--- src/rtl/sertx_pkg.sv ---
package sertx_pkg;

  typedef struct packed {
    logic par_en;
    logic par_odd;
    logic two_stop;
    logic addr_mode;
  } fmt_t;

endpackage

--- src/rtl/sertx_baud.sv ---
module sertx_baud #(
  parameter int DIV_W = 16
) (
  input  logic             clk,
  input  logic             rst,
  input  logic             start,
  input  logic             run,
  input  logic [DIV_W-1:0] divisor,
  output logic             tick
);
  localparam int CNT_W = DIV_W + 3;
  localparam logic [CNT_W-1:0] ZERO_LIM = CNT_W'(15);

  logic [CNT_W-1:0] cnt_q;
  logic [CNT_W-1:0] lim_q;
  logic [CNT_W-1:0] lim_d;

  // (d+1)*8-1 == d*8+7
  assign lim_d = (divisor == '0) ? ZERO_LIM : {divisor, 3'b111};
  assign tick  = run && (cnt_q == lim_q);

  always_ff @(posedge clk) begin
    if (rst) begin
      cnt_q <= '0;
      lim_q <= ZERO_LIM;
    end else if (start) begin
      cnt_q <= '0;
      lim_q <= lim_d;
    end else if (run) begin
      cnt_q <= (cnt_q == lim_q) ? '0 : cnt_q + 1'b1;
    end
  end

  assert_tick_gap_R3: assert property (@(posedge clk) disable iff (rst)
    tick |=> !tick);

endmodule

--- src/rtl/sertx_holdbuf.sv ---
module sertx_holdbuf #(
  parameter int DATA_W = 8
) (
  input  logic              clk,
  input  logic              rst,
  input  logic              wr_valid,
  input  logic [DATA_W-1:0] wr_data,
  input  logic              wr_abit,
  input  logic              take,
  output logic              full,
  output logic              full_next,
  output logic [DATA_W-1:0] data,
  output logic              abit
);
  logic              full_q;
  logic [DATA_W-1:0] data_q;
  logic              abit_q;
  logic              accept;

  assign accept    = wr_valid && !full_q;
  assign full_next = full_q ? !take : wr_valid;

  always_ff @(posedge clk) begin
    if (rst) begin
      full_q <= 1'b0;
      data_q <= '0;
      abit_q <= 1'b0;
    end else begin
      full_q <= full_next;
      if (accept) begin
        data_q <= wr_data;
        abit_q <= wr_abit;
      end
    end
  end

  assign full = full_q;
  assign data = data_q;
  assign abit = abit_q;

  assert_full_write_ignored_R10: assert property (@(posedge clk) disable iff (rst)
    full_q && wr_valid && !take |=> full_q && $stable(data_q) && $stable(abit_q));

  assert_take_when_full_R7: assert property (@(posedge clk) disable iff (rst)
    take |-> full_q);

endmodule

--- src/rtl/sertx_shifter.sv ---
module sertx_shifter
  import sertx_pkg::*;
#(
  parameter int DATA_W = 8,
  parameter int LEN_W  = 3
) (
  input  logic              clk,
  input  logic              rst,
  input  logic              load,
  input  logic              tick,
  input  logic [DATA_W-1:0] data,
  input  logic              abit,
  input  logic [LEN_W-1:0]  len_m1,
  input  fmt_t              fmt,
  output logic              busy,
  output logic              last,
  output logic              txd
);
  localparam int FRAME_W = DATA_W + 5;
  localparam int CNT_W   = $clog2(FRAME_W + 1);

  logic [FRAME_W-1:0] sh_q;
  logic [CNT_W-1:0]   left_q;
  logic               busy_q;
  logic [FRAME_W-1:0] frame_d;
  logic [CNT_W-1:0]   total_d;
  logic [CNT_W-1:0]   pos;
  logic               par;

  // parallel frame assembly: start, data LSB first, address, parity, stops
  always_comb begin
    frame_d    = '1;
    frame_d[0] = 1'b0;
    par        = 1'b0;
    for (int i = 0; i < DATA_W; i++) begin
      if (i <= int'(len_m1)) begin
        frame_d[i+1] = data[i];
        par          = par ^ data[i];
      end
    end
    pos = CNT_W'(len_m1) + CNT_W'(2);
    if (fmt.addr_mode) begin
      frame_d[pos] = abit;
      par          = par ^ abit;
      pos          = pos + 1'b1;
    end
    if (fmt.par_en) begin
      frame_d[pos] = par ^ fmt.par_odd;
      pos          = pos + 1'b1;
    end
    total_d = pos + (fmt.two_stop ? CNT_W'(2) : CNT_W'(1));
  end

  assign last = busy_q && tick && (left_q == CNT_W'(1));

  always_ff @(posedge clk) begin
    if (rst) begin
      sh_q   <= '1;
      left_q <= '0;
      busy_q <= 1'b0;
    end else if (load) begin
      sh_q   <= frame_d;
      left_q <= total_d;
      busy_q <= 1'b1;
    end else if (busy_q && tick) begin
      if (left_q == CNT_W'(1)) begin
        sh_q   <= '1;
        left_q <= '0;
        busy_q <= 1'b0;
      end else begin
        sh_q   <= {1'b1, sh_q[FRAME_W-1:1]};
        left_q <= left_q - 1'b1;
      end
    end
  end

  assign busy = busy_q;
  assign txd  = sh_q[0];

  assert_idle_line_high_R1: assert property (@(posedge clk) disable iff (rst)
    !busy_q |-> txd);

  assert_start_bit_low_R2: assert property (@(posedge clk) disable iff (rst)
    load |=> !txd && busy_q);

  assert_bits_left_R6: assert property (@(posedge clk) disable iff (rst)
    busy_q |-> left_q != '0);

endmodule

--- src/rtl/sertx_top.sv ---
module sertx_top
  import sertx_pkg::*;
#(
  parameter int DIV_W  = 16,
  parameter int DATA_W = 8,
  parameter int LEN_W  = $clog2(DATA_W)
) (
  input  logic              clk,
  input  logic              rst,
  input  logic              cfg_tx_en,
  input  logic [DIV_W-1:0]  cfg_divisor,
  input  logic [LEN_W-1:0]  cfg_len_m1,
  input  logic              cfg_par_en,
  input  logic              cfg_par_odd,
  input  logic              cfg_two_stop,
  input  logic              cfg_addr_mode,
  input  logic              cfg_irq_en,
  input  logic              wr_valid,
  input  logic [DATA_W-1:0] wr_data,
  input  logic              wr_addr_bit,
  output logic              txd,
  output logic              buf_ready,
  output logic              shift_empty,
  output logic              irq
);
  logic              buf_full;
  logic              buf_full_next;
  logic [DATA_W-1:0] buf_data;
  logic              buf_abit;
  logic              busy;
  logic              last;
  logic              tick;
  logic              load;
  logic              irq_q;
  fmt_t              fmt;

  assign fmt  = '{par_en: cfg_par_en, par_odd: cfg_par_odd,
                  two_stop: cfg_two_stop, addr_mode: cfg_addr_mode};
  assign load = buf_full && cfg_tx_en && (!busy || last);

  sertx_holdbuf #(.DATA_W(DATA_W)) u_hold (
    .clk(clk), .rst(rst), .wr_valid(wr_valid), .wr_data(wr_data),
    .wr_abit(wr_addr_bit), .take(load), .full(buf_full),
    .full_next(buf_full_next), .data(buf_data), .abit(buf_abit)
  );

  sertx_baud #(.DIV_W(DIV_W)) u_baud (
    .clk(clk), .rst(rst), .start(load), .run(busy),
    .divisor(cfg_divisor), .tick(tick)
  );

  sertx_shifter #(.DATA_W(DATA_W), .LEN_W(LEN_W)) u_shift (
    .clk(clk), .rst(rst), .load(load), .tick(tick), .data(buf_data),
    .abit(buf_abit), .len_m1(cfg_len_m1), .fmt(fmt), .busy(busy),
    .last(last), .txd(txd)
  );

  always_ff @(posedge clk) begin
    if (rst) irq_q <= 1'b0;
    else     irq_q <= cfg_irq_en && !buf_full_next;
  end

  assign buf_ready   = !buf_full;
  assign shift_empty = !buf_full && !busy;
  assign irq         = irq_q;

  assert_empty_means_idle_R8: assert property (@(posedge clk) disable iff (rst)
    shift_empty |-> buf_ready && txd);

  assert_irq_needs_room_R12: assert property (@(posedge clk) disable iff (rst)
    irq |-> buf_ready);

  assert_disabled_no_start_R11: assert property (@(posedge clk) disable iff (rst)
    !cfg_tx_en && !busy |=> !busy);

  assert_back_to_back_R9: assert property (@(posedge clk) disable iff (rst)
    last && buf_full && cfg_tx_en |=> busy && !txd);

endmodule

--- config.mk ---
export PLATFORM = sky130hd
export DESIGN_NAME = sertx_top
export DESIGN_NICKNAME = d
export VERILOG_FILES = /design/src/rtl/sertx_pkg.sv /design/src/rtl/sertx_baud.sv /design/src/rtl/sertx_holdbuf.sv /design/src/rtl/sertx_shifter.sv /design/src/rtl/sertx_top.sv
export SDC_FILE = /design/constraint.sdc
export NUM_CORES = 1
export LEC_CHECK = 0
export ABC_AREA = 1
export BUFFER_PORTS_ARGS = -buffer_cell sky130_fd_sc_hd__buf_2
export CAP_MARGIN = 5
export CORE_UTILIZATION = 44
export DETAILED_ROUTE_END_ITERATION = 16
export GPL_ROUTABILITY_DRIVEN = 0
export SLEW_MARGIN = 40
export SYNTH_ARGS = -nofsm -noshare
export SYNTH_HDL_FRONTEND = slang
export SYNTH_SLANG_ARGS = --single-unit
--- constraint.sdc ---
create_clock -name clk -period 2.7 [get_ports clk]
set_input_delay 0.27 -clock clk [delete_from_list [all_inputs] [get_ports clk]]
set_output_delay 0.27 -clock clk [all_outputs]
set_load 0.01 [all_outputs]
==> results.yml <==
status:
  run_status: "completed"
detailed_routing:
  routed_via_density: 5.02
  total_length_of_routed_wires_um: 10700
  drt_drc_violations_left: 0
  drt_iter0_drc: 163
  routedWlPerCell_um: 12.8
  detailroute.via_count: 4179
  ant_nets: 0
  firstDrtPassIters: 5
final_layout:
  nNetsFinal: 754
  finalNonFillerCells: 832
  area_delta_synth_final_pct: 11.3
  post_route_cells_drive_above_1_share_pct: 14.2
  final_design_area_no_fill_sq_mm: 0.00477
  antenna-diode-count: 0
clock_tree:
  cts-root-buf: "clkbuf_8"
  cts_buffer_depth: 2
  post_cts_setup_buffers: 0
  clk-insertion-delay-late_ns: 0.34
  ctsHtreeMaxLevel: 3
  cts_hold_repair.buffers: 0
  worst_setup_hold_path_clk_slew_ns: 0.08
  number_of_cells_upsized_or_downsized_after_cts: 0
  clock_sinks: 64
  tritoncts: "done"
  cts_made_buffers: 9
critical_path:
  crit_fanout: 17
  cp-start-kind: "flip-flop"
  crit_path_top_delay_cell: "nand2_1"
  timing.critical_path.cells: "ha_1, nand2_1, inv_1, nand2_1, nor2_1, nand2_2, nor2_4, nand4_4, nand2_4, nand2_8, nand2_1, o21ai_0"
  cp.required_ns: 2.91
  crit_top_cell: "nand2_1"
  path_class: "flip-flop to flip-flop"
  maximum_single_stage_delay_on_the_critical_path_ns: 0.45
  critical_path.endpoint_type: "flip-flop"
  cp.arrival_ns: 2.52
floorplan:
  dieWidth_um: 101
  floorplan.initialDensity_pct: 46.0
  die_area_sq_mm: 0.0101
  io_pins: 41
  die_height_um: 101
  design.core.area_sq_mm: 0.00933
  placement_rows: 35
power:
  powerDensity_mw_per_mm2: 466
  power.ir.vdd_worst_mv: 0.224
  power.static_leakage_nw: 2.14
sta:
  worst_slew_margin_rel_pct: 63.4
  finalWorstPathRequiredPeriod_ns: 2.31
  final_max_slew_viol_count: 0
  maximum_clock_frequency_ghz: 0.433
  grt_setup_unrepaired: "false"
  min_period_over_period_pct: 85.6
  final.setup_skew_ns: 0.00717
  setup_viol_count_final: 0
  max_slew.worst_pin.slew_ns: 0.544
  timing_hold_violations_final: 0
  fin_ws_ns: 0.388
  setup_tns_ns: 0
yosys:
  yosys_warnings: 0
  ys.flop_type: "dfxtp_1"
  synthSimpleGateAreaFrac_pct: 38.8
  synth_enable_flop_cells: 0
  post-synth-top-area-fraction_pct: 29.9
  synth-seq-area-share_pct: 29.9
  syn-mean-instance-area_sq_um: 6.54
  compound_gate_fraction_of_synth_area_pct: 11.5
  area_leader_netlist: "dfxtp_1"
  leading_cell_types_by_total_area_after_synthesis: "dfxtp_1, nand2_1, nor2_1, inv_1, nand3_1"
  instance_count_of_the_mapped_netlist: 656
  synthAdderAreaFrac_pct: 5.72
  synth_xor_xnor_area_share_pct: 4.08
  synth_top_family_by_area: "simple AND/OR/NAND/NOR gates"
  ys_ff_latch: 64
  mappedNetlistArea_sq_mm: 0.00429
  synth_mux_area_share_pct: 0
  synth.lib_cells_used.distinct: 46
  async_flop_share_pct: 0
  postSynthNetCount: 712
job:
  drv.max_cap_violation_count: 0
placed_design:
  port_buffers: 40
  dpl.cell_count: 816
  dpl_wire_length_um: 8240
  place_ws_ns: 0.167
  post_dp_cell_area_sq_mm: 0.00459
worst_hold_path:
  timing.hold.worst.class: "input port to flip-flop"
grt:
  grt_first_pass_wirelength_um: 18200
  vias_in_the_first_global_route: 3910
  grt_antenna_before_repair: 0
  grt-ovfl-total: 0
  global_route.usage.total_pct: 22.8
  grt_max_degree: 27
## cell families after synthesis
kind of cell	count (synthesis)
xor+xnor	20
compound gates	84
buf+inv	98
fa+ha+maj	19
flops	64
simple gates	371
## through the flow
step / hold WS, ns / utilization, % / power, mW
finish: 0.157 / 51.2 / 2.23
CTS: 0.147 / 51.2 / 2.25
global route: 0.165 / 51.2 / 2.36
detailed placement: 0.458 / 49.2 / 1.48
global placement: 0.453 / 49.2 / 1.48
floorplan: 0.405 / - / 1.35
## cell type report
cell class	instances	area (sq um)
Sequential cell	64	1280
Multi-Input combinational cell	494	2580
Inverter	79	297
Timing Repair Buffer	50	275
Clock buffer	10	138
Fill cell	985	4560
Tap cell	129	161
Clock inverter	6	43.8
## sequential cells by signal (all words and copies together) (netlist names)
register	count
u_baud.cnt_q	19
u_baud.lim_q	16
u_shift.sh_q	13
u_hold.data	8
u_shift.left_q	4
irq	1
u_hold.abit	1
u_hold.full	1
u_shift.busy	1
## worst paths after layout
path | start | to | slack (ns) | cells after the start
hold / removal | wr_data[6] | u_hold.data[6] | 0.16 | 3
setup / recovery | u_baud.cnt_q[0] | u_baud.lim_q[8] | 0.39 | 12
hold reg to reg | u_baud.lim_q[13] | u_baud.lim_q[13] | 0.47 | 2
setup reg to reg | u_baud.cnt_q[0] | u_baud.lim_q[8] | 0.39 | 12
## critical path, delay by kind of cell (launching register included)
family / cells / cell delay [ns]
AOI/OAI and AO/OA: 1 / 0.16
adders and majority gates: 1 / 0.18
DFF: 1 / 0.37
buffers and inverters: 1 / 0.09
and+or+nand+nor: 9 / 1.36
## layout by cell type (no fill, tap or decap), types with 2 or more instances in the layout
cell type,instances
buf_2,40
clkbuf_8,10
a211oi_1,2
nor2_1,106
nand2_8,2
buf_4,10
inv_1,75
dfxtp_1,64
nand3b_1,2
a21oi_1,32
o21ai_1,4
ha_1,18
nand3_1,54
o211ai_1,4
nor4_1,2
a21oi_2,3
inv_2,3
clkinv_2,2
nand2_1,151
xor2_1,11
o221ai_1,4
nand4_1,12
nand2_2,3
or2_2,13
xnor2_1,9
nor3_1,16
clkinv_4,2
o21ai_0,28
nor2_2,3
## cells in the mapped netlist, types with 5 or more instances
master,instances
or2_2,13
nand4_1,12
nor2_1,106
xnor2_1,9
buf_2,6
nand2_1,151
nor3_1,16
buf_6,5
ha_1,18
a21oi_1,32
nand3_1,54
inv_1,75
o21ai_0,28
xor2_1,11
dfxtp_1,64
## where the power goes
group          leakage [nW]  internal [mW]  total [mW]  switching (mW)
clock                0.0926          0.361       0.764           0.403
sequential            0.521          0.979        1.01          0.0282
combinational          1.53          0.158       0.454           0.296
total                  2.14           1.50        2.23           0.727
## routing by layer
metal / up-vias / track usage (%) / routed length, um
li1: 2195 / - / -
met1: 1891 / 27.7 / 4870
met2: 78 / 40.8 / 5300
met3: 15 / 3.47 / 337
met4: 0 / 7.92 / 170
met5: - / 0 / 0
Power figures use the tool's default switching activity.
